==> src/rtl/csd_pkg.sv <==
package csd_pkg;

  localparam int COEF_FRAC = 12;   // fractional bits of every weight
  localparam int NTERM     = 3;    // maximum terms per weight
  localparam int SHW       = 4;    // width of a term shift amount
  localparam int IDXW      = 3;    // coefficient index width

  typedef enum logic [1:0] {
    BASE_1 = 2'd0,
    BASE_3 = 2'd1,
    BASE_5 = 2'd2,
    BASE_7 = 2'd3
  } base_e;

  typedef struct packed {
    logic             used;
    logic             minus;
    base_e            base;
    logic [SHW-1:0]   sh;
  } term_t;

  function automatic term_t mk(input logic minus, input base_e b, input int sh);
    term_t t;
    t.used  = 1'b1;
    t.minus = minus;
    t.base  = b;
    t.sh    = SHW'(sh);
    return t;
  endfunction

  // Hard-wired signed-digit groups for each weight, built on shared odd multiples.
  function automatic term_t coef_term(input logic [IDXW-1:0] idx, input int slot);
    term_t t;
    t = '0;
    unique case (idx)
      3'd1: case (slot) 0: t = mk(1'b0, BASE_1, 11); 1: t = mk(1'b1, BASE_5, 3); default: t = mk(1'b0, BASE_1, 0); endcase
      3'd2: case (slot) 0: t = mk(1'b0, BASE_1, 11); 1: t = mk(1'b1, BASE_5, 5); default: t = mk(1'b0, BASE_1, 2); endcase
      3'd3: case (slot) 0: t = mk(1'b0, BASE_3, 9);  1: t = mk(1'b0, BASE_5, 5); default: t = mk(1'b0, BASE_7, 0); endcase
      3'd4: case (slot) 0: t = mk(1'b0, BASE_3, 9);  1: t = mk(1'b1, BASE_1, 6); default: t = mk(1'b1, BASE_3, 3); endcase
      3'd5: case (slot) 0: t = mk(1'b0, BASE_1, 10); 1: t = mk(1'b0, BASE_7, 4); default: t = mk(1'b0, BASE_1, 1); endcase
      3'd6: case (slot) 0: t = mk(1'b0, BASE_3, 8);  1: t = mk(1'b0, BASE_1, 4); default: t = '0; endcase
      3'd7: case (slot) 0: t = mk(1'b0, BASE_5, 6);  1: t = mk(1'b0, BASE_5, 4); default: t = '0; endcase
      default: t = '0;
    endcase
    return t;
  endfunction

  function automatic int base_factor(input base_e b);
    case (b)
      BASE_1:  return 1;
      BASE_3:  return 3;
      BASE_5:  return 5;
      default: return 7;
    endcase
  endfunction

  // Integer weight rebuilt from its terms (used for bounds in the checks).
  function automatic int coef_value(input logic [IDXW-1:0] idx);
    int acc;
    term_t t;
    acc = 0;
    for (int s = 0; s < NTERM; s++) begin
      t = coef_term(idx, s);
      if (t.used)
        acc += (t.minus ? -1 : 1) * (base_factor(t.base) << t.sh);
    end
    return acc;
  endfunction

endpackage

==> src/rtl/csd_base_stage.sv <==
module csd_base_stage
  import csd_pkg::*;
#(
  parameter int XW = 9,
  localparam int BW = XW + 3
) (
  input  logic                   clk,
  input  logic                   rst,
  input  logic                   in_vld,
  input  logic signed [XW-1:0]   in_x,
  input  logic [IDXW-1:0]        in_idx,
  input  logic                   in_neg,
  output logic                   s1_vld,
  output logic [IDXW-1:0]        s1_idx,
  output logic                   s1_neg,
  output logic signed [BW-1:0]   s1_b1,
  output logic signed [BW-1:0]   s1_b3,
  output logic signed [BW-1:0]   s1_b5,
  output logic signed [BW-1:0]   s1_b7
);

  // Sign extension happens before any shift.
  logic signed [BW-1:0] x_ext;
  logic signed [BW-1:0] b3_c, b5_c, b7_c;

  always_comb begin
    x_ext = {{(BW-XW){in_x[XW-1]}}, in_x};
    b3_c  = (x_ext <<< 1) + x_ext;
    b5_c  = (x_ext <<< 2) + x_ext;
    b7_c  = (x_ext <<< 3) - x_ext;
  end

  always_ff @(posedge clk) begin
    if (rst) begin
      s1_vld <= 1'b0;
      s1_idx <= '0;
      s1_neg <= 1'b0;
      s1_b1  <= '0;
      s1_b3  <= '0;
      s1_b5  <= '0;
      s1_b7  <= '0;
    end else begin
      s1_vld <= in_vld;
      if (in_vld) begin
        s1_idx <= in_idx;
        s1_neg <= in_neg;
        s1_b1  <= x_ext;
        s1_b3  <= b3_c;
        s1_b5  <= b5_c;
        s1_b7  <= b7_c;
      end
    end
  end

endmodule

==> src/rtl/csd_pair_stage.sv <==
module csd_pair_stage
  import csd_pkg::*;
#(
  parameter int BW = 12,
  parameter int PW = 21
) (
  input  logic                   clk,
  input  logic                   rst,
  input  logic                   s1_vld,
  input  logic [IDXW-1:0]        s1_idx,
  input  logic                   s1_neg,
  input  logic signed [BW-1:0]   s1_b1,
  input  logic signed [BW-1:0]   s1_b3,
  input  logic signed [BW-1:0]   s1_b5,
  input  logic signed [BW-1:0]   s1_b7,
  output logic                   s2_vld,
  output logic signed [PW-1:0]   s2_pair,
  output logic signed [PW-1:0]   s2_rest
);

  logic signed [PW-1:0] term_v [NTERM];
  logic signed [PW-1:0] pair_c;

  function automatic logic signed [PW-1:0] shape_term(input term_t t, input logic flip);
    logic signed [BW-1:0] b;
    logic signed [PW-1:0] w;
    case (t.base)
      BASE_1:  b = s1_b1;
      BASE_3:  b = s1_b3;
      BASE_5:  b = s1_b5;
      default: b = s1_b7;
    endcase
    w = {{(PW-BW){b[BW-1]}}, b};
    w = w <<< t.sh;
    if (!t.used)            w = '0;
    else if (t.minus ^ flip) w = -w;
    return w;
  endfunction

  for (genvar g = 0; g < NTERM; g++) begin : g_term
    always_comb term_v[g] = shape_term(coef_term(s1_idx, g), s1_neg);
  end

  always_comb pair_c = term_v[0] + term_v[1];

  always_ff @(posedge clk) begin
    if (rst) begin
      s2_vld  <= 1'b0;
      s2_pair <= '0;
      s2_rest <= '0;
    end else begin
      s2_vld <= s1_vld;
      if (s1_vld) begin
        s2_pair <= pair_c;
        s2_rest <= term_v[NTERM-1];
      end
    end
  end

endmodule

==> src/rtl/csd_final_stage.sv <==
module csd_final_stage #(
  parameter int PW = 21
) (
  input  logic                   clk,
  input  logic                   rst,
  input  logic                   s2_vld,
  input  logic signed [PW-1:0]   s2_pair,
  input  logic signed [PW-1:0]   s2_rest,
  output logic                   out_vld,
  output logic signed [PW-1:0]   out_prod
);

  logic signed [PW-1:0] sum_c;
  always_comb sum_c = s2_pair + s2_rest;

  always_ff @(posedge clk) begin
    if (rst) begin
      out_vld  <= 1'b0;
      out_prod <= '0;
    end else begin
      out_vld <= s2_vld;
      if (s2_vld) out_prod <= sum_c;
    end
  end

  // with no new result the product register keeps its value
  a_r7_hold_idle: assert property (@(posedge clk) disable iff (rst)
    !out_vld |-> $stable(out_prod));

endmodule

==> src/rtl/csd_coef_mult.sv <==
module csd_coef_mult
  import csd_pkg::*;
#(
  parameter int XW = 9,
  localparam int BW = XW + 3,
  localparam int PW = XW + COEF_FRAC
) (
  input  logic                   clk,
  input  logic                   rst,
  input  logic                   in_vld,
  input  logic signed [XW-1:0]   in_x,
  input  logic [IDXW-1:0]        in_idx,
  input  logic                   in_neg,
  output logic                   out_vld,
  output logic signed [PW-1:0]   out_prod
);

  logic                  s1_vld, s1_neg, s2_vld;
  logic [IDXW-1:0]       s1_idx;
  logic signed [BW-1:0]  s1_b1, s1_b3, s1_b5, s1_b7;
  logic signed [PW-1:0]  s2_pair, s2_rest;

  csd_base_stage #(.XW(XW)) u_base (
    .clk(clk), .rst(rst), .in_vld(in_vld), .in_x(in_x), .in_idx(in_idx), .in_neg(in_neg),
    .s1_vld(s1_vld), .s1_idx(s1_idx), .s1_neg(s1_neg),
    .s1_b1(s1_b1), .s1_b3(s1_b3), .s1_b5(s1_b5), .s1_b7(s1_b7)
  );

  csd_pair_stage #(.BW(BW), .PW(PW)) u_pair (
    .clk(clk), .rst(rst), .s1_vld(s1_vld), .s1_idx(s1_idx), .s1_neg(s1_neg),
    .s1_b1(s1_b1), .s1_b3(s1_b3), .s1_b5(s1_b5), .s1_b7(s1_b7),
    .s2_vld(s2_vld), .s2_pair(s2_pair), .s2_rest(s2_rest)
  );

  csd_final_stage #(.PW(PW)) u_final (
    .clk(clk), .rst(rst), .s2_vld(s2_vld), .s2_pair(s2_pair), .s2_rest(s2_rest),
    .out_vld(out_vld), .out_prod(out_prod)
  );

  localparam int MAXP = coef_value(3'd1) * (2 ** (XW - 1));

  // an accepted operand produces a strobe exactly three cycles later
  a_r5_issue_to_result: assert property (@(posedge clk) disable iff (rst)
    in_vld |-> ##3 out_vld);
  a_r5_result_has_issue: assert property (@(posedge clk) disable iff (rst)
    out_vld |-> $past(in_vld, 3));

  // index 0 yields a zero product
  a_r4_zero_index: assert property (@(posedge clk) disable iff (rst)
    (out_vld && $past(in_idx, 3) == '0) |-> (out_prod == '0));

  // every result is inside the c1 magnitude bound
  a_r9_range: assert property (@(posedge clk) disable iff (rst)
    out_vld |-> (int'(out_prod) <= MAXP && int'(out_prod) >= -MAXP));

endmodule

==> config.mk <==
export PLATFORM = sky130hd
export DESIGN_NAME = csd_coef_mult
export DESIGN_NICKNAME = d
export VERILOG_FILES = /design/src/rtl/csd_pkg.sv /design/src/rtl/csd_base_stage.sv /design/src/rtl/csd_pair_stage.sv /design/src/rtl/csd_final_stage.sv /design/src/rtl/csd_coef_mult.sv
export SDC_FILE = /design/constraint.sdc
export NUM_CORES = 1
export LEC_CHECK = 0
export ABC_AREA = 1
export BUFFER_PORTS_ARGS = -buffer_cell sky130_fd_sc_hd__buf_2
export CELL_PAD_IN_SITES_DETAIL_PLACEMENT = 1
export CELL_PAD_IN_SITES_GLOBAL_PLACEMENT = 1
export CORE_AREA = 4 4 210 110
export DETAILED_ROUTE_END_ITERATION = 12
export DIE_AREA = 0 0 214 114
export PLACE_DENSITY_LB_ADDON = 0.1
export SLEW_MARGIN = 0
export SYNTH_ARGS = -nofsm -noshare
export SYNTH_HDL_FRONTEND = slang
export SYNTH_SLANG_ARGS = --single-unit
==> constraint.sdc <==
create_clock -name clk -period 9.85 [get_ports clk]
set_clock_uncertainty 0.2 [all_clocks]
set_input_delay 0.985 -clock clk [delete_from_list [all_inputs] [get_ports clk]]
set_output_delay 0.985 -clock clk [all_outputs]
set_load 0.05 [all_outputs]
# --- Word level (Yosys, flattened, before mapping) ---
# Cells that the tools add are included.
totals:
  ff_bits: 115
  out_inout_bits: 22
  wordCells: 56
classes:
  addsub: 8
  n_eq_ne: 13
  shift: 3
  muxes: 12
  n_bitwise: 3
  n_reduce_logical: 5
op_table:
  columns: ["cell", "count"]
  rows:
  - ["2-to-1 mux 21 bit", 6]
  - ["case mux 12 bit (3 select lines)", 3]
  - ["case mux 8 bit (5 select lines)", 2]
  - ["negation 21 bit", 3]
  - ["<<< shifter 12 x 4 -> 21 bit", 3]
  - ["case mux 8 bit (7 select lines)", 1]
  - ["adder 21 bit", 2]
  - ["adder 11 x 9 -> 12 bit", 1]
  - ["== test 3 bit, second input constant", 4]
  - ["subtractor 12 x 9 -> 12 bit", 1]
  - ["adder 10 x 9 -> 11 bit", 1]
  - ["== test 2 x 1 -> 1 bit, second input constant", 3]
  - ["== test 2 bit, second input constant", 3]
  - ["== test 3 x 2 -> 1 bit, second input constant", 2]
  - ["logical NOT 2 bit", 3]
  - ["OR reduction 2 bit", 2]
  - ["== test 3 x 1 -> 1 bit, second input constant", 1]
  - ["bitwise XOR 1 bit", 3]

# --- Longest topological paths before layout ---
# Gate-level depths: netlist of run 1.
logic_depth:
  depth_word: 10
  mapped_depth: 35

# --- Modules after synthesis ---
# Synthesis of run 1 repeated with hierarchy kept, for this count alone.
unflattened:
  hier_cells: 1875
  area_unflattened_um2: 10939.2
modules_own_cells:
  columns: ["mod", "n_inst", "cells_each", "area_per_inst_um2", "seq_area_each_um2"]
  rows:
  - ["csd_pair_stage", 1, 1094, 5980.7, 860.8]
  - ["csd_base_stage", 1, 407, 2763.9, 840.8]
  - ["csd_final_stage", 1, 374, 2194.6, 440.4]

# --- Least setup slack after synthesis of run 1 ---
# Ideal clock, no wire load.
synth_path:
  path_type: "register to register"
  start: "register u_base.s1_idx[2]"
  end: "register u_pair.s2_pair[20]"
  arrival_time_ns: 4.488
  required_time_ns: 9.541
  path_slack_ns: 5.053
  path_stages_with_launch: 34
  path_buffers: 3
  synth_period_minus_slack_ns: 4.797
  path_cell_list: "dfxtp_1 > buf_4 > inv_4 > ha_1 > inv_1 > nand3_2 > buf_6 > nand2_4 > inv_2 > buf_6 > a21oi_1 > nand2_1 > ha_1 > nor2_1 > nor3_1 > inv_1 > fa_1 > nand3b_1 > nand2_1 > a21oi_1 > o21ai_0 > nand3_1 > nand2_1 > a21oi_1 > o21a_1 > o21a_1 > o21ai_0 > nand2_1 > nand2_1 > inv_1 > nand2_1 > nand3_1 > nand2_1 > inv_1"
synth_via:
  elab_chain_cells: 10
synth_rtl:
  columns: ["item", "line", "rtl"]
  rows:
  - ["start: declaration", "csd_base_stage.sv:14", "output logic [IDXW-1:0] s1_idx,"]
  - ["start signal: assignment", "csd_base_stage.sv:45", "s1_idx <= in_idx;"]
  - ["== test 3 x 2 -> 1 bit (tied with other cells)", "csd_pkg.sv:35", "unique case (idx)"]
  - ["OR reduction 2 bit (no line)", null, null]
  - ["case mux 8 bit (5 select lines)", "csd_pkg.sv:35", null]
  - ["== test 2 bit (tied with other cells)", "csd_pair_stage.sv:27", "case (t.base)"]
  - ["case mux 12 bit (3 select lines)", "csd_pair_stage.sv:27", null]
  - ["<<< shifter 12 x 4 -> 21 bit", "csd_pair_stage.sv:34", "w = w <<< t.sh;"]
  - ["negation 21 bit", "csd_pair_stage.sv:36", "else if (t.minus ^ flip) w = -w;"]
  - ["2-to-1 mux 21 bit", "csd_pair_stage.sv:36", null]
  - ["2-to-1 mux 21 bit", "csd_pair_stage.sv:35", "if (!t.used) w = '0;"]
  - ["adder 21 bit (*)", "csd_pair_stage.sv:44", "always_comb pair_c = term_v[0] + term_v[1];"]
  - ["end signal: assignment", "csd_pair_stage.sv:54", "s2_pair <= pair_c;"]
  - ["end: declaration", "csd_pair_stage.sv:17", "output logic signed [PW-1:0] s2_pair,"]
# Mark *: on every way between the ends. The rest lies on a longest branch, timed or not.
# A chain may end at the register's enable or synchronous reset.

# --- Worst setup path after layout of run 1 ---
layout_path:
  start: "register u_base.s1_idx[1]"
  end: "register u_pair.s2_pair[20]"
# Same word-level chain as after synthesis.

==> results of run 1 <==
## stage by stage
step / instance area [sq um] / power (mW) / setup slack [ns] / utilization (%)
2_1_floorplan: 10200 / 1.07 / 5.05 / -
6_report: 10800 / 1.68 / 3.24 / 50.7
5_1_grt: 10800 / 1.79 / 2.56 / 50.7
3_3_place_gp: 10500 / 1.26 / 3.80 / 49.3
4_1_cts: 10800 / 1.66 / 3.37 / 50.7
3_5_place_dp: 10500 / 1.28 / 3.44 / 49.3
## state kept, by name, summed over array words and instances, names as in the netlist
signal / count
u_pair.s2_pair: 21
u_final.out_vld: 1
u_base.s1_b7: 11
u_base.s1_vld: 1
u_base.s1_neg: 1
u_final.out_prod: 21
u_base.s1_idx: 3
u_base.s1_b5: 10
u_pair.s2_vld: 1
u_base.s1_b1: 6
u_base.s1_b3: 10
u_pair.s2_rest: 21
## kinds of logic after synthesis
group	count (synthesis)
simple gates	773
compound gates	352
buf+inv	255
flops	107
fa+ha+maj	76
xor+xnor	63
mux	1
## layer usage
layer	global-route usage (%)	up-vias	wire length, um
li1	-	5388	-
met1	49.7	5493	19900
met2	42.3	383	14200
met3	13.7	32	4950
met4	5.14	2	343
met5	1.76	-	61
## power breakdown
group / internal, mW / total [mW] / switching [mW]
clock network: 0.182 / 0.371 / 0.189
registers: 0.464 / 0.504 / 0.0406
logic: 0.242 / 0.801 / 0.559
## final timing paths
| kind | cells past startpoint | end | slack (ns) | from |
|---|---|---|---|---|
| worst max-delay path | 30 | u_pair.s2_pair[20]$_SDFFE_PP0P_ | 3.24 | u_base.s1_idx[1]$_SDFFE_PP0P_ |
| worst min-delay path | 2 | u_pair.s2_rest[15]$_SDFFE_PP0P_ | 0.27 | u_pair.s2_rest[15]$_SDFFE_PP0P_ |
| worst max register to register | 30 | u_pair.s2_pair[20]$_SDFFE_PP0P_ | 3.24 | u_base.s1_idx[1]$_SDFFE_PP0P_ |
| worst min register to register | 2 | u_pair.s2_rest[15]$_SDFFE_PP0P_ | 0.27 | u_pair.s2_rest[15]$_SDFFE_PP0P_ |
## synthesized netlist by cell type (2+ instances only)
cell type	n
a211oi_1	2
a21o_1	2
a21oi_1	158
a31oi_1	8
a32oi_1	2
and3_1	4
buf_1	5
buf_2	8
buf_4	5
buf_6	8
clkbuf_1	38
clkinv_1	4
dfxtp_1	107
fa_1	4
ha_1	72
inv_1	168
inv_2	17
inv_4	2
nand2_1	339
nand2_2	20
nand2_4	2
nand3_1	157
nand3_2	24
nand3_4	4
nand3b_1	5
nand4_1	20
nor2_1	158
nor2_2	6
nor2_4	6
nor3_1	13
nor3_2	2
o2111ai_1	2
o211ai_1	6
o21a_1	7
o21ai_0	134
o21ai_1	14
o21ai_2	3
o221ai_1	4
o31ai_1	3
or2_1	2
or2_2	7
xnor2_1	20
xor2_1	43
## cell type report
type	instances	area, sq um	area share [%]
Multi-Input combinational cell	1265	7030	65.3
Sequential cell	107	2140	19.9
Inverter	191	722	6.70
Tap cell	280	350	3.25
Clock buffer	11	243	2.25
Timing Repair Buffer	44	238	2.21
Clock inverter	5	42.5	0.395
## tightest hold or removal path, delay by kind of cell, from the launching register on
family,cells,cell delay (ns)
AOI/OAI and AO/OA,1,0.05
and+or+nand+nor,1,0.06
DFF,1,0.32
==> results.py, run 1 <==
metrics = {
    "final_layout": {
        "layout_common_cells": "nand2_1, inv_1, nor2_1, a21oi_1, nand3_1",
        "drive_above_1_share_pct": 9.74,
        "layout.nets": 1710,
        "stdcell_count": 1903,
        "diodes": 0,
        "fillerInstances": 3003,
        "layout_commonest_cell": "nand2_1",
        "syn_to_final_growth_pct": 5.32,
    },
    "logic_synthesis": {
        "synthMuxAreaShare_pct": 0.0979,
        "yosys.area.top_type": "dfxtp_1",
        "synth_area_leaders": "dfxtp_1, nand2_1, ha_1",
        "yosys_warnings": 0,
        "synth-seq-cells": 107,
        "netlist_area_sq_um": 10200,
        "synth.avg_cell_area_sq_um": 6.28,
        "synth-compound-area-share_pct": 18.6,
        "syn_nets": 1719,
        "yosys.area_share.simple_pct": 35.1,
        "ys.flop_type": "dfxtp_1",
        "synth_xor_area_share_pct": 5.40,
        "synthAdderAreaFrac_pct": 9.59,
        "synth_cells": 1627,
        "synth_top_family_by_area": "simple AND/OR/NAND/NOR gates",
        "synth_edf_count": 0,
        "synthDistinctLibCells": 55,
        "yosysTopAreaCellShare_pct": 21.0,
        "async_reset_ff_share_pct": 0,
        "ys_seq_area_share_pct": 21.0,
    },
    "pwr": {
        "cellLeakagePower_nw": 5.39,
        "vdd_drop_max_mv": 0.0803,
        "power_density_nw_per_um2": 156,
    },
    "placement": {
        "io_buffers": 37,
        "dpl.hpwl_um": 32000,
        "gp_congestion": 1.03,
        "dp.cells": 1887,
    },
    "routing": {
        "vias": 11300,
        "dr.pass1.iters": 5,
        "ant_nets": 0,
        "routed_wl_um": 39500,
        "avgRoutedWirePerCell_um": 20.7,
        "via_per_inst": 5.94,
        "drt_iter0_drc": 1169,
        "drc": 0,
    },
    "global_routing": {
        "antenna_found_initial": 1,
        "grt_max_degree": 45,
        "grt_pass1_wl_um": 62500,
        "overflow": 0,
        "track_usage_pct": 32.6,
        "first_global_vias": 11000,
    },
    "floorplanning": {
        "coreArea_sq_um": 21300,
        "die_h_um": 114,
        "initial_core_util_pct": 48.1,
        "io_pins": 38,
        "die_width_um": 214,
        "rows": 38,
        "fp.dieArea_sq_um": 24400,
    },
    "worst_setup_path": {
        "cp.required_ns": 9.94,
        "cp-start-kind": "flop",
        "crit_arrival_ns": 6.70,
        "slowest_delay_ns": 0.49,
        "cp_common_cell": "nand2_1",
        "endpoint_kind": "flop",
        "critical_path.slowest_cell": "dfxtp_1",
        "path_max_fanout": 20,
        "critical_path_class": "flop to flop",
        "path_buf_inv": 5,
        "cpLargestDelayFamily": "simple AND/OR/NAND/NOR gates",
    },
    "hold_path": {
        "holdCritPathClass": "flop to flop",
    },
    "sta": {
        "worstMarginPinSlew_ns": 1.05,
        "hold_viol": 0,
        "period_share_pct": 67.1,
        "setup_viol": 0,
        "post-route-min-period_ns": 6.61,
        "finalSetupTns_ns": 0,
        "rsz0062_at_grt": "false",
        "slew_viol_final": 0,
        "max-slew-margin-rel_pct": 29.7,
        "fmax_ghz": 0.151,
        "hold_ws_ns": 0.274,
    },
    "job": {
        "cap_violations": 0,
    },
    "clock_network": {
        "cts_setup_buffers": 0,
        "cts_hold_buf": 0,
        "cts_max_level": 3,
        "clk_pin_slew_ns": 0.08,
        "clock_sinks": 107,
        "clk_latency_ns": 0.38,
        "cts_buffers": 9,
        "post_cts_resized": 0,
        "cts-root-buf": "clkbuf_16",
        "cts_tree": "done",
        "clk_path_buf_depth": 2,
    },
    "outcome": {
        "status": "finished, final reports clean",
    },
}
No activity file was read; power rests on OpenSTA's default activity.
==> run 2: changes to the inputs <==
--- a/config.mk
+++ b/config.mk
@@ -9,9 +9,9 @@
 export BUFFER_PORTS_ARGS = -buffer_cell sky130_fd_sc_hd__buf_2
 export CELL_PAD_IN_SITES_DETAIL_PLACEMENT = 1
 export CELL_PAD_IN_SITES_GLOBAL_PLACEMENT = 1
-export CORE_AREA = 4 4 210 110
+export CORE_AREA = 4 4 229 119
 export DETAILED_ROUTE_END_ITERATION = 12
-export DIE_AREA = 0 0 214 114
+export DIE_AREA = 0 0 233 123
 export PLACE_DENSITY_LB_ADDON = 0.1
 export SLEW_MARGIN = 0
 export SYNTH_ARGS = -nofsm -noshare
==> constraint.sdc (replaced) <==
create_clock -name clk -period 5.9 [get_ports clk]
set_clock_uncertainty 0.2 [all_clocks]
set_input_delay 0.59 -clock clk [delete_from_list [all_inputs] [get_ports clk]]
set_output_delay 0.59 -clock clk [all_outputs]
set_load 0.05 [all_outputs]
==> results.py, run 2 (synthesized netlist as in run 1, its figures left out) <==
metrics = {
    "worst_setup_path": {
        "cp_common_cell": "nand2_1",
        "cp-start-kind": "flop",
        "critical_path.slowest_cell": "dfxtp_2",
        "rrSetupSlack_ns": 0.54,
        "slowest_delay_ns": 0.43,
        "timing.rr.end": "u_pair.s2_pair[19]$_SDFFE_PP0P_",
        "cp.required_ns": 5.99,
        "crit_arrival_ns": 5.45,
        "rr_worst_depth": 31,
        "path_max_fanout": 13,
        "r2r-start": "u_base.s1_idx[1]$_SDFFE_PP0P_",
        "critical_path_class": "flop to flop",
        "endpoint_kind": "flop",
    },
    "floorplanning": {
        "die_h_um": 123,
        "fp.dieArea_sq_um": 28700,
        "coreArea_sq_um": 25000,
        "io_pins": 38,
        "die_width_um": 233,
        "initial_core_util_pct": 40.8,
        "rows": 41,
    },
    "routing": {
        "vias": 10600,
        "avgRoutedWirePerCell_um": 17.5,
        "dr.pass1.iters": 5,
        "routed_wl_um": 34600,
        "drt_iter0_drc": 479,
        "drc": 0,
        "ant_nets": 0,
        "via_per_inst": 5.36,
    },
    "final_layout": {
        "layout.nets": 1720,
        "syn_to_final_growth_pct": 7.53,
        "drive_above_1_share_pct": 10.9,
        "layout_common_cells": "nand2_1, inv_1, a21oi_1, nand3_1, nor2_1",
        "seqCellArea_sq_um": 2150,
        "multi_input_area_sq_um": 7060,
        "diodes": 0,
        "layout_commonest_cell": "nand2_1",
        "fillerInstances": 3401,
        "top_regs": "u_final.out_prod x21, u_pair.s2_pair x21, u_pair.s2_rest x21",
        "final_cell_area_sq_um": 11000,
    },
    "clock_network": {
        "clk_latency_ns": 0.39,
        "clk_pin_slew_ns": 0.09,
        "clk_path_buf_depth": 2,
        "cts_max_level": 3,
        "cts_buffers": 9,
        "clock_sinks": 107,
        "cts-root-buf": "clkbuf_16",
        "cts_tree": "done",
        "cts_hold_buf": 0,
    },
    "hold_path": {
        "min_path_cells": 2,
        "min_from": "u_pair.s2_rest[12]$_SDFFE_PP0P_",
        "hold_path_end": "u_pair.s2_rest[12]$_SDFFE_PP0P_",
        "holdCritPathClass": "flop to flop",
    },
    "pwr": {
        "cellLeakagePower_nw": 5.46,
        "vdd_drop_max_mv": 0.160,
        "total_power_mw": 2.80,
        "power_density_nw_per_um2": 255,
    },
    "placement": {
        "dpl.hpwl_um": 28000,
        "io_buffers": 37,
        "gp_congestion": 0.962,
        "dpl_cell_area_sq_um": 10600,
    },
    "global_routing": {
        "overflow": 0,
        "first_global_vias": 10700,
        "track_usage_pct": 24.9,
        "grt_max_degree": 56,
        "antenna_found_initial": 1,
        "grt_pass1_wl_um": 56500,
    },
    "job": {
        "cap_violations": 0,
    },
    "sta": {
        "post-route-min-period_ns": 5.36,
        "setup_viol": 0,
        "hold_viol": 0,
        "period_share_pct": 90.8,
        "slew_viol_final": 0,
        "finalSetupTns_ns": 0,
        "worstMarginPinSlew_ns": 0.930,
        "fmax_ghz": 0.187,
        "max-slew-margin-rel_pct": 37.6,
        "hold_ws_ns": 0.276,
        "rsz0062_at_grt": "false",
    },
    "outcome": {
        "status": "finished, final reports clean",
    },
}
run 2: cell types whose count changed in the layout (fill, tap and decap cells not counted), sizes merged:
cell / previous run / this run
clkinv: 5 / 7
clkbuf: 11 / 10
bufinv: 0 / 1
inv: 190 / 188
buf: 44 / 54
run 2: area by class of cell:
type	count	share of cell area, %
timing repair buffer	54	2.85
sequential	107	19.5
clock inverter	6	0.763
inverter	191	6.60
multi-input combinational	1265	64.3
clock buffer	10	2.08
tap	344	3.92
run 2: critical path: cells and delay by family (launching register included):
family                     cells  cell delay (ns)
and+or+nand+nor               18             2.19
DFF                            1             0.43
adders and majority gates      2             0.60
buffers and inverters          4             0.51
AOI/OAI and AO/OA              7             1.30
run 2: power breakdown:
group / leakage [nW] / switching (mW) / internal, mW / total [mW]
combinational: 4.42 / 0.881 / 0.418 / 1.30
sequential: 0.881 / 0.0503 / 0.775 / 0.825
clock: 0.152 / 0.335 / 0.340 / 0.675
total: 5.46 / 1.27 / 1.53 / 2.80
run 2: metal layers:
| metal | part of all wire, % | vias up | global-route usage, % |
|---|---|---|---|
| li1 | - | 5400 | - |
| met1 | 49 | 4974 | 33.6 |
| met2 | 43 | 167 | 39.8 |
| met3 | 4.7 | 54 | 5.52 |
| met4 | 2.6 | 2 | 7.79 |
| met5 | 0.038 | - | 0 |
run 2: what timing repair did:
action | in CTS | in global routing
setup endpoints to repair | 0 | 6
resized for setup | 0 | 15
buffers inserted | 0 | 0
run 2: worst max-delay path by stage:
stage	startpoint	end	cells after the start	slack, ns
floorplan	u_base.s1_idx[2]$_SDFFE_PP0P_	u_pair.s2_pair[20]$_SDFFE_PP0P_	33	1.10
finish	u_base.s1_idx[1]$_SDFFE_PP0P_	u_pair.s2_pair[19]$_SDFFE_PP0P_	31	0.54
CTS	u_base.s1_idx[2]$_SDFFE_PP0P_	u_pair.s2_pair[20]$_SDFFE_PP0P_	30	0.08
global placement	u_base.s1_idx[2]$_SDFFE_PP0P_	u_pair.s2_pair[20]$_SDFFE_PP0P_	32	0.33
global route	u_base.s1_idx[1]$_SDFFE_PP0P_	u_pair.s2_pair[19]$_SDFFE_PP0P_	32	0.01
detailed placement	u_base.s1_idx[2]$_SDFFE_PP0P_	u_pair.s2_pair[20]$_SDFFE_PP0P_	30	0.11
run 2: through the flow:
stage | worst slack (ns) | util (%) | cells
after floorplan | 1.10 | - | 1627
after global placement | 0.329 | 42.5 | 1961
after detailed placement | 0.115 | 42.5 | 1961
after CTS | 0.0815 | 43.7 | 1977
after global routing | 0.00953 | 43.9 | 1977
final | 0.543 | 43.9 | 1977
==> run 3: changes to the inputs <==
--- a/config.mk
+++ b/config.mk
@@ -13,6 +13,7 @@
 export DETAILED_ROUTE_END_ITERATION = 12
 export DIE_AREA = 0 0 233 123
 export PLACE_DENSITY_LB_ADDON = 0.1
+export RECOVER_POWER = 100
 export SLEW_MARGIN = 0
 export SYNTH_ARGS = -nofsm -noshare
 export SYNTH_HDL_FRONTEND = slang
==> results.py, run 3 (synthesized netlist as in run 1, its figures left out) <==
metrics = {
    "pwr": {
        "vdd_drop_max_mv": 0.159,
        "cellLeakagePower_nw": 5.35,
        "total_power_mw": 2.79,
        "power_density_nw_per_um2": 255,
    },
    "sta": {
        "rsz0062_at_grt": "false",
        "worstMarginPinSlew_ns": 1.82,
        "fmax_ghz": 0.186,
        "fin_ws_ns": 0.513,
        "max-slew-margin-rel_pct": -21.6,
        "period_share_pct": 91.3,
        "setup_viol": 0,
        "slew_viol_final": 117,
        "hold_viol": 0,
        "hold_ws_ns": 0.276,
        "finalSetupTns_ns": 0,
        "post-route-min-period_ns": 5.39,
    },
    "clock_network": {
        "cts_max_level": 3,
        "clk_pin_slew_ns": 0.09,
        "clk_path_buf_depth": 2,
        "cts_setup_buffers": 0,
        "cts-root-buf": "clkbuf_16",
        "clk_latency_ns": 0.39,
        "cts_tree": "done",
        "post_cts_resized": 0,
        "cts_buffers": 9,
        "cts_hold_buf": 0,
        "clock_sinks": 107,
    },
    "routing": {
        "drc": 0,
        "via_per_inst": 5.37,
        "routed_wl_um": 34700,
        "drt_iter0_drc": 490,
        "ant_nets": 0,
        "vias": 10600,
        "dr.pass1.iters": 6,
        "avgRoutedWirePerCell_um": 17.5,
    },
    "worst_setup_path": {
        "cp_common_cell": "nand2_1",
        "cpLargestDelayFamily": "simple AND/OR/NAND/NOR gates",
        "endpoint_kind": "flop",
        "rrSetupSlack_ns": 0.51,
        "r2r-start": "u_base.s1_idx[1]$_SDFFE_PP0P_",
        "critical_path.slowest_cell": "dfxtp_2",
        "rr_worst_depth": 31,
        "timing.rr.end": "u_pair.s2_pair[19]$_SDFFE_PP0P_",
        "critical_path_class": "flop to flop",
        "crit_arrival_ns": 5.47,
        "path_max_fanout": 13,
        "path_buf_inv": 4,
        "cp-start-kind": "flop",
        "cp.required_ns": 5.99,
        "slowest_delay_ns": 0.44,
    },
    "floorplanning": {
        "die_h_um": 123,
        "io_pins": 38,
        "fp.dieArea_sq_um": 28700,
        "initial_core_util_pct": 40.8,
        "coreArea_sq_um": 25000,
        "die_width_um": 233,
        "rows": 41,
    },
    "job": {
        "cap_violations": 3,
    },
    "global_routing": {
        "grt_pass1_wl_um": 56500,
        "overflow": 0,
        "first_global_vias": 10700,
        "antenna_found_initial": 1,
        "track_usage_pct": 24.9,
        "grt_max_degree": 56,
    },
    "final_layout": {
        "final_cell_area_sq_um": 10900,
        "layout_commonest_cell": "nand2_1",
        "layout.nets": 1720,
        "top_regs": "u_final.out_prod x21, u_pair.s2_pair x21, u_pair.s2_rest x21",
        "stdcell_count": 1977,
        "fin_util_pct": 43.7,
        "drive_above_1_share_pct": 9.06,
        "syn_to_final_growth_pct": 7.04,
        "diodes": 0,
        "layout_common_cells": "nand2_1, inv_1, nor2_1, a21oi_1, nand3_1",
    },
    "placement": {
        "dp.cells": 1961,
        "pre_cts_slack_ns": 0.115,
        "io_buffers": 37,
        "gp_congestion": 0.962,
        "dpl_cell_area_sq_um": 10600,
        "dpl.hpwl_um": 28000,
    },
    "hold_path": {
        "hold_path_end": "u_pair.s2_rest[6]$_SDFFE_PP0P_",
        "min_from": "u_pair.s2_rest[6]$_SDFFE_PP0P_",
        "min_path_cells": 2,
        "holdCritPathClass": "flop to flop",
    },
    "outcome": {
        "violations": "capacitance limit, slew limit",
        "status": "complete, but fails checks",
    },
}
[run 3: changes by cell type in the layout (fill, tap and decap cells not counted), sizes merged]
cell / previous run / this run
inv: 188 / 187
clkinv: 7 / 8
buf: 54 / 28
clkbuf: 10 / 36
[run 3: per-layer routing]
| metal | vias to the layer above | GRT usage, % | share of wire (%) |
|---|---|---|---|
| li1 | 5395 | - | - |
| met5 | - | 0 | 0.037 |
| met4 | 2 | 7.79 | 2.6 |
| met3 | 54 | 5.52 | 4.4 |
| met1 | 4984 | 33.6 | 50 |
| met2 | 173 | 39.8 | 43 |
[run 3: final cells by class]
| cell class | instances | area (sq um) |
|---|---|---|
| clock inverters | 6 | 83.8 |
| inverters | 191 | 726 |
| fillers | 3411 | 14100 |
| clock buffers | 10 | 229 |
| multi-input cells | 1265 | 7050 |
| repair buffers | 54 | 275 |
| flip-flops and latches | 107 | 2150 |
| well taps | 344 | 430 |
[run 3: worst max-delay path by stage]
| stage | start | endpoint | slack, ns | cells after the start |
|---|---|---|---|---|
| 2_1_floorplan | u_base.s1_idx[2]$_SDFFE_PP0P_ | u_pair.s2_pair[20]$_SDFFE_PP0P_ | 1.10 | 33 |
| 3_3_place_gp | u_base.s1_idx[2]$_SDFFE_PP0P_ | u_pair.s2_pair[20]$_SDFFE_PP0P_ | 0.33 | 32 |
| 3_5_place_dp | u_base.s1_idx[2]$_SDFFE_PP0P_ | u_pair.s2_pair[20]$_SDFFE_PP0P_ | 0.11 | 30 |
| 4_1_cts | u_base.s1_idx[2]$_SDFFE_PP0P_ | u_pair.s2_pair[20]$_SDFFE_PP0P_ | 0.08 | 30 |
| 5_1_grt | u_base.s1_idx[1]$_SDFFE_PP0P_ | u_pair.s2_pair[19]$_SDFFE_PP0P_ | 0.01 | 32 |
| 6_report | u_base.s1_idx[1]$_SDFFE_PP0P_ | u_pair.s2_pair[19]$_SDFFE_PP0P_ | 0.51 | 31 |
[run 3: power by group]
part,total [mW],internal (mW),switching (mW)
logic,1.29,0.414,0.880
clock network,0.674,0.340,0.335
registers,0.826,0.775,0.0512
total,2.79,1.53,1.27
[run 3: worst min-delay path: stages (launching register included)]
cell     delay, ns
dfxtp_1       0.32
nand2_1       0.06
a21oi_1       0.05
